===== src/rtl/pin_serial_page_writer.sv =====
module pin_serial_page_writer #(
  parameter int ADDR_BITS   = 16,
  parameter int PAGE_BYTES  = 32,
  parameter int PAGES       = 4,
  parameter int BUSY_CYCLES = 20,
  parameter int SEQ_LEN     = 3,
  parameter logic [SEQ_LEN-1:0] SEQ_IS_READ = 3'b101,
  parameter logic [SEQ_LEN-1:0] SEQ_WVAL    = 3'b000
) (
  input  logic clk,
  input  logic rst_n,
  input  logic cs_n,
  input  logic oe_n,
  input  logic we_n,
  input  logic io_in,
  output logic io_out,
  output logic io_oe,
  input  logic [$clog2(PAGES)+$clog2(PAGE_BYTES)-1:0] peek_addr,
  output logic [7:0] peek_data
);
  localparam int OFS_W  = $clog2(PAGE_BYTES);
  localparam int PG_W   = $clog2(PAGES);
  localparam int MEM_N  = PAGES * PAGE_BYTES;
  localparam int ACNT_W = $clog2(ADDR_BITS);
  localparam int CNT_W  = $clog2(BUSY_CYCLES + 1);

  typedef enum logic [2:0] {S_IDLE, S_ADDR, S_DATA, S_END, S_ONE, S_BUSY} st_t;

  st_t                 state;
  logic                wel, was_wr, was_rd;
  logic [SEQ_LEN-1:0]  hist_rd, hist_val;
  logic [ACNT_W-1:0]   acnt;
  logic [ADDR_BITS-1:0] addr_sh;
  logic [2:0]          bcnt;
  logic [6:0]          sh;
  logic [OFS_W-1:0]    ptr;
  logic [PAGE_BYTES-1:0] mask;
  logic [7:0]          pbuf [PAGE_BYTES];
  logic [7:0]          mem  [MEM_N];
  logic [CNT_W-1:0]    busy_cnt;

  wire is_wr  = ~cs_n & ~we_n & oe_n;
  wire is_rd  = ~cs_n & ~oe_n & we_n;
  wire wr_evt = is_wr & ~was_wr;
  wire rd_evt = is_rd & ~was_rd;
  wire evt    = wr_evt | rd_evt;

  wire [SEQ_LEN-1:0] nxt_rd  = {hist_rd[SEQ_LEN-2:0], rd_evt};
  wire [SEQ_LEN-1:0] nxt_val = {hist_val[SEQ_LEN-2:0], io_in};
  wire seq_hit = evt && (nxt_rd == SEQ_IS_READ) &&
                 (((nxt_val ^ SEQ_WVAL) & ~SEQ_IS_READ) == '0);

  wire [PG_W-1:0] page = addr_sh[OFS_W +: PG_W];

  assign io_oe     = is_rd;
  assign io_out    = (state != S_BUSY);
  assign peek_data = mem[peek_addr];

  always_ff @(posedge clk) begin
    if (!rst_n) begin
      state    <= S_IDLE;
      wel      <= 1'b0;
      was_wr   <= 1'b0;
      was_rd   <= 1'b0;
      hist_rd  <= '0;
      hist_val <= ~SEQ_WVAL;
      acnt     <= '0;
      addr_sh  <= '0;
      bcnt     <= '0;
      sh       <= '0;
      ptr      <= '0;
      mask     <= '0;
      busy_cnt <= '0;
      for (int i = 0; i < PAGE_BYTES; i++) pbuf[i] <= '0;
      for (int i = 0; i < MEM_N; i++) mem[i] <= '0;
    end else begin
      was_wr <= is_wr;
      was_rd <= is_rd;
      if (evt) begin
        hist_rd  <= nxt_rd;
        hist_val <= nxt_val;
      end
      if (state == S_BUSY) begin
        busy_cnt <= busy_cnt - 1'b1;
        if (busy_cnt == CNT_W'(1)) begin
          for (int i = 0; i < PAGE_BYTES; i++)
            if (mask[i]) mem[{page, OFS_W'(i)}] <= pbuf[i];
          state <= S_IDLE;
          wel   <= 1'b0;
        end
      end else if (seq_hit) begin
        wel   <= 1'b1;
        state <= S_ADDR;
        acnt  <= '0;
        bcnt  <= '0;
        mask  <= '0;
      end else if (evt) begin
        case (state)
          S_ADDR: begin
            if (rd_evt) begin
              state <= S_IDLE;
              wel   <= 1'b0;
            end else begin
              addr_sh <= {addr_sh[ADDR_BITS-2:0], io_in};
              acnt    <= acnt + 1'b1;
              if (acnt == ACNT_W'(ADDR_BITS - 1)) begin
                state <= S_DATA;
                ptr   <= {addr_sh[OFS_W-2:0], io_in};
              end
            end
          end
          S_DATA: begin
            if (rd_evt) begin
              if (bcnt == '0 && |mask) state <= S_END;
              else begin
                state <= S_IDLE;
                wel   <= 1'b0;
              end
            end else begin
              sh   <= {sh[5:0], io_in};
              bcnt <= bcnt + 1'b1;
              if (bcnt == 3'd7) begin
                pbuf[ptr] <= {sh, io_in};
                mask[ptr] <= 1'b1;
                ptr       <= ptr + 1'b1;
              end
            end
          end
          S_END: begin
            if (wr_evt && io_in) state <= S_ONE;
            else begin
              state <= S_IDLE;
              wel   <= 1'b0;
            end
          end
          S_ONE: begin
            if (rd_evt) begin
              state    <= S_BUSY;
              busy_cnt <= CNT_W'(BUSY_CYCLES);
            end else begin
              state <= S_IDLE;
              wel   <= 1'b0;
            end
          end
          default: ;
        endcase
      end
    end
  end

  assert_ce_high_ignored_R1: assert property (@(posedge clk) disable iff (!rst_n)
    (cs_n && state != S_BUSY) |=> ($stable(state) && $stable(ptr) && $stable(acnt)));

  assert_unarmed_stays_idle_R2: assert property (@(posedge clk) disable iff (!rst_n)
    (state == S_IDLE && !seq_hit) |=> (state == S_IDLE));

  assert_addr_read_aborts_R5: assert property (@(posedge clk) disable iff (!rst_n)
    (state == S_ADDR && rd_evt && !seq_hit) |=> (state == S_IDLE && !wel));

  assert_busy_only_via_commit_R6: assert property (@(posedge clk) disable iff (!rst_n)
    (state != S_ONE && state != S_BUSY) |=> (state != S_BUSY));

  assert_partial_byte_aborts_R7: assert property (@(posedge clk) disable iff (!rst_n)
    (state == S_DATA && rd_evt && !seq_hit && bcnt != 3'd0) |=> (state == S_IDLE));

  assert_busy_holds_R8: assert property (@(posedge clk) disable iff (!rst_n)
    (state == S_BUSY && busy_cnt != CNT_W'(1)) |=> (state == S_BUSY));

  assert_latch_cleared_R9: assert property (@(posedge clk) disable iff (!rst_n)
    (state == S_BUSY && busy_cnt == CNT_W'(1)) |=> (state == S_IDLE && !wel));
endmodule


===== config.mk =====
export PLATFORM = sky130hd
export DESIGN_NAME = pin_serial_page_writer
export DESIGN_NICKNAME = d
export VERILOG_FILES = /design/src/rtl/pin_serial_page_writer.sv
export SDC_FILE = /design/constraint.sdc
export NUM_CORES = 2
export LEC_CHECK = 0
export BUFFER_PORTS_ARGS = -buffer_cell sky130_fd_sc_hd__buf_2
export CAP_MARGIN = 20
export CORE_MARGIN = 5
export CORE_UTILIZATION = 45
export DETAILED_ROUTE_END_ITERATION = 8
export PLACE_DENSITY = 0.72
export SETUP_SLACK_MARGIN = 0.3
export SKIP_CTS_REPAIR_TIMING = 1
export SLEW_MARGIN = 10
export SYNTH_ARGS = -nofsm -noshare
export SYNTH_HDL_FRONTEND = slang
export SYNTH_SLANG_ARGS = --single-unit

===== constraint.sdc =====
create_clock -name clk -period 10.15 [get_ports clk]
set_input_delay 2.03 -clock clk [delete_from_list [all_inputs] [get_ports clk]]
set_output_delay 2.03 -clock clk [all_outputs]
set_load 0.03 [all_outputs]

# Yosys cells after proc, flatten, opt, wreduce, memory -nomap -nowiden
# Memories as Yosys holds them, arrays and structs flattened.
# Index checks and enable logic that the tools add are counted.
# Widths: inputs -> output; s select.
[totals] mem_count=2 elab_cells=418 output_inout_bits=10 mem_bits_rw=1280 register_bits=71
[op_classes] bitwise=16 order_cmp=2 eq_ne=19 n_addsub=4 n_reduce_logical=59 mux=304
[memory_table] name="mem" words=128 word_bits=8 read_ports=1 rd_ports_with_merged_regs=0 wr=128 line_no="39" text="logic [7:0] mem [MEM_N];"
[memory_table] name="pbuf" words=32 word_bits=8 read_ports=32 rd_ports_with_merged_regs=0 wr=32 line_no="38" text="logic [7:0] pbuf [PAGE_BYTES];"
[ops] op="$mux 8" n=33
[ops] op="$reduce_or 8->1" n=33
[ops] op="$mux 7" n=32
[ops] op="$mux 1" n=203
[ops] op="$mux 32" n=5
[ops] op="$mux 5" n=10
[ops] op="$mux 3" n=13
[ops] op="$or 32x32->32" n=1
[ops] op="$reduce_or 32->1" n=1
[ops] op="$reduce_and 5->1" n=4
[ops] op="$mux 4" n=4
[ops] op="$reduce_bool 2->1" n=8
[ops] op="$eq 3x3->1 const B" n=4
[ops] op="$pmux 3 s4" n=1
[ops] op="$reduce_and 4->1" n=3
[ops] op="$pmux 5 s2" n=1
[ops] op="$ne 2x2->1 const B" n=4
[ops] op="$not 1->1" n=8
[ops] op="$reduce_and 8->1" n=1
[ops] op="$and 1x1->1" n=6
[ops] op="$eq 3x2->1 const B" n=2
[ops] op="$logic_not 3->1" n=2
[ops] op="$lt 5x6->1 const B" n=1
[ops] op="$ne 2x1->1 const B" n=3
[ops] op="other kinds (17)" n=21

# Depth between registers and ports, before layout
[logic_depth] depth_word=13 ltp_mapped=10 mapped_depth_nobuf=7

# Least setup slack after synthesis
# No wires, ideal clock.
[synth_timing] path_type="input port to output port" startpoint="input peek_addr[0]" endpoint="output peek_data[0]" required_time_ps=8120 cell_stages=6 t_arrival_ps=4490 path_buffers=2 slack_ps=3630 path_cell_list="buf_2 buf_1 mux4_2 mux4_2 mux4_2 mux2_2"
[synth_via] elab_chain_cells=1
[synth_rtl] item="start, declared" line_no="18" text="input logic [$clog2(PAGES)+$clog2(PAGE_BYTES)-1:0] peek_addr,"
[synth_rtl] item="$mem_v2 128x8"
[synth_rtl] item="end, declared" line_no="19" text="output logic [7:0] peek_data"
# Every way passes these cells.

# Worst setup path after layout
[layout_timing] startpoint="input peek_addr[0]" endpoint="output peek_data[1]"
# The elaborated chain is that of the path after synthesis.

==> run metrics <==
H-Tree Depth 4; HP Start sh[6]$_SDFFE_PN0P_; Crit Path Category input port to output port; worst vdd ir about 0.17 mV; Rel. slew slack 20.4%; RR Startpoint state[1]$_SDFFE_PN0P_; Layout Nets between 4000 and 5000; leakage power 0.0201 µW; PwrDens ~190 nW/µm²; HPWL after detailed placement ~150000 µm; die width ~370 µm; hold depth 2; R2R depth 6; R2R Path End pbuf[10][2]$_SDFFCE_PN0P_; CP max-delay cell buf_4; fmax around 130 MHz; ys async rst share 0%; internal power 9620 µW; Die Span Y 369 µm; WHS Endpoint sh[6]$_SDFFE_PN0P_; Syn-to-layout area delta 10.7%; fin crit period 7.51 ns; Critical Path Max Stage Delay between 0.6 and 0.7 ns; WP data required between 8 and 9 ns; initial antenna violation count 2; Final Setup Violations 0; routability cong. 1.07; synthesized area slightly below 60000 µm²; combinational share of power about 5%; Ys Warns 0; final hold viol count 0; Rows 131; Seq cells post-synth between 1000 and 1500; crit path capture type output port; vias in the first global route around 34000; Die ar. 136000 µm²; clk buf depth 3; Root Buffer clkbuf_16; first-pass GRT wire length 276000 µm; largest net degree at the start of global routing 187; status finished, final reports clean; max-cap violations 0; Global Route Usage Sum ~30%; total wire length roughly 200000 µm; CP Launch Type input port; Pins Over Slew Limit 0; Hold WC Path Type flip-flop to flip-flop; Mapped Cells roughly 4200; ys flop type edfxtp_1; initial DRC count about 7500; DRT antenna net count 0; final setup TNS 0 ns; num ports 23; Via Count 37100; sw frac about 23%; Mapped Nets between 4000 and 5000; Port Buffers 22; crit-path cells buf_8 -> buf_4 -> mux4_2 -> mux4_2 -> mux4_2 -> mux2_2 -> buf_2; Routed wire per std cell ~34 µm; DRC Markers 0; Clk pwr share between 40% and 50%; vias per cell approximately 6.3; gr ovfl total 0; CTS tree done; Crit path top cell by count mux4_2; CP max FO 63; initial core utilization a little under half; sequential share of power a little over half; CTS clock-pin slew for the worst setup and hold paths around 0.06 ns; share of layout cells above drive strength 1 around 16%; Syn Area/Cell 14.0 µm²; DR pass1 iterations 7; Worst Tran Pin Value around 1.2 ns; Core Area ~130000 µm²; Psw 2790 µW; Critical Path AT roughly 5.5 ns; total CTS buffers 140; clock latency on the worst-skew pair around 0.8 ns; clk sink count around 1400; final period utilization 74.0%; post-synth cell types 56; Final Total Pwr between 10000 and 15000 µW; R2R Setup Slk between 5 and 6 ns; register area share after synthesis around two thirds; EDFF count, synth 1280; RSZ-0062 raised after global routing no; Worst Skew 0.0361 ns
## worst max path at each step
stage	start	to	slack, ns	depth (start not counted)
finish	peek_addr[0]	peek_data[1]	2.64	7
global route	peek_addr[0]	peek_data[2]	2.45	7
CTS	peek_addr[0]	peek_data[4]	2.61	7
detailed placement	peek_addr[0]	peek_data[4]	2.61	7
global placement	peek_addr[0]	peek_data[1]	2.70	7
floorplan	peek_addr[0]	peek_data[0]	3.63	6
## cells by family after synthesis
kind of cell | share of synthesized area [%]
simple gates | 14.4
flops | 68.6
mux | 13.4
buf+inv | 2.20
compound gates | 1.16
fa+ha+maj | 0.215
xor+xnor | 0.0452
## area by class of cell
class	instances	area (µm²)
timing repair buffer	88	652
inverter	12	45.0
clock buffer	182	3850
tap	1729	2160
multi-input combinational	2488	17000
sequential	1351	39900
clock inverter	68	739
antenna	8	20.0
fill	10500	63700
## through the flow
step | util (%) | hold slack, ns | instances | worst slack (ns) | cell area, µm²
global route | 50.2 | 0.481 | 5918 | 2.45 | 64300
global placement | 46.6 | 0.448 | 5649 | 2.70 | 59600
CTS | 50.2 | 0.457 | 5902 | 2.61 | 64200
finish | 50.3 | 0.457 | 5926 | 2.64 | 64300
detailed placement | 46.6 | 0.449 | 5652 | 2.61 | 59700
floorplan | - | 0.457 | 4162 | 3.63 | 58100
## layout by cell type, fill, tap and decap left out, types with 4 or more instances in the layout
cell type and instances:
edfxtp_1 1280, mux2_2 8, ha_1 10, nor3_1 6, buf_2 32, clkinv_2 21
a22oi_1 4, clkbuf_2 4, nor4_1 9, a211oi_1 4, o21ai_0 38, nand4_1 5
clkbuf_1 30, buf_4 43, nand2_1 550, diode_2 8, dfxtp_1 67, nor2_1 1123
clkinvlp_4 4, clkinv_1 16, dfxtp_2 4, nand3b_1 6, nand3_1 9, inv_6 7
clkbuf_16 146, clkbuf_8 6, bufinv_16 14, nor3b_1 4, clkinv_4 4, mux2i_1 10
buf_12 5, inv_1 11, mux4_2 336, and2_1 263, a21oi_1 51
## worst max-delay path, delay by kind of cell
kind,cells,cell delay [ns]
buf+inv,3,1.34
mux,4,2.01
## synth_stat cells, types with 4 or more instances
library cell | count | area [µm²]
a211oi_1 | 4 | 30.0
a21oi_1 | 51 | 255
a22oi_1 | 4 | 30.0
and2_1 | 263 | 1650
and3b_1 | 4 | 35.0
buf_1 | 17 | 63.8
buf_2 | 22 | 110
buf_4 | 4 | 30.0
clkbuf_1 | 265 | 995
dfxtp_1 | 71 | 1420
edfxtp_1 | 1280 | 38400
ha_1 | 10 | 125
inv_1 | 11 | 41.3
mux2_2 | 8 | 90.1
mux2i_1 | 10 | 100
mux4_2 | 336 | 7570
nand2_1 | 550 | 2060
nand3_1 | 10 | 50.1
nand3b_1 | 6 | 45.0
nand4_1 | 5 | 31.3
nor2_1 | 1123 | 4220
nor3_1 | 6 | 30.0
nor3b_1 | 4 | 30.0
nor4_1 | 10 | 62.6
o21ai_0 | 41 | 205
## state kept, by name (all words and copies together) (netlist names)
signal and cells:
state 3, bcnt 3, sh 7, addr_sh 7, was_rd 1, ptr 5
was_wr 1, mem 1024, pbuf 256, hist_rd 2, hist_val 1, mask 32
acnt 4, busy_cnt 5
## power by group through the flow
stage | sequential, µW | combinational, µW | clock, µW
final | 6560 | 604 | 5250
after CTS | 6520 | 595 | 5250
after global placement | 6650 | 573 | 0
after floorplan | 6470 | 413 | 0
after detailed placement | 6630 | 592 | 0
after global routing | 6540 | 619 | 5490
## per-layer routing
metal / vias to the layer above / track usage [%] / part of all wire, %
met5: - / 0.997 / 0.097
met4: 4 / 6.89 / 2.5
met3: 271 / 17.0 / 21
met2: 3514 / 39.5 / 41
met1: 18600 / 41.3 / 36
li1: 14800 / - / -
Power figures use the tool's default switching activity.
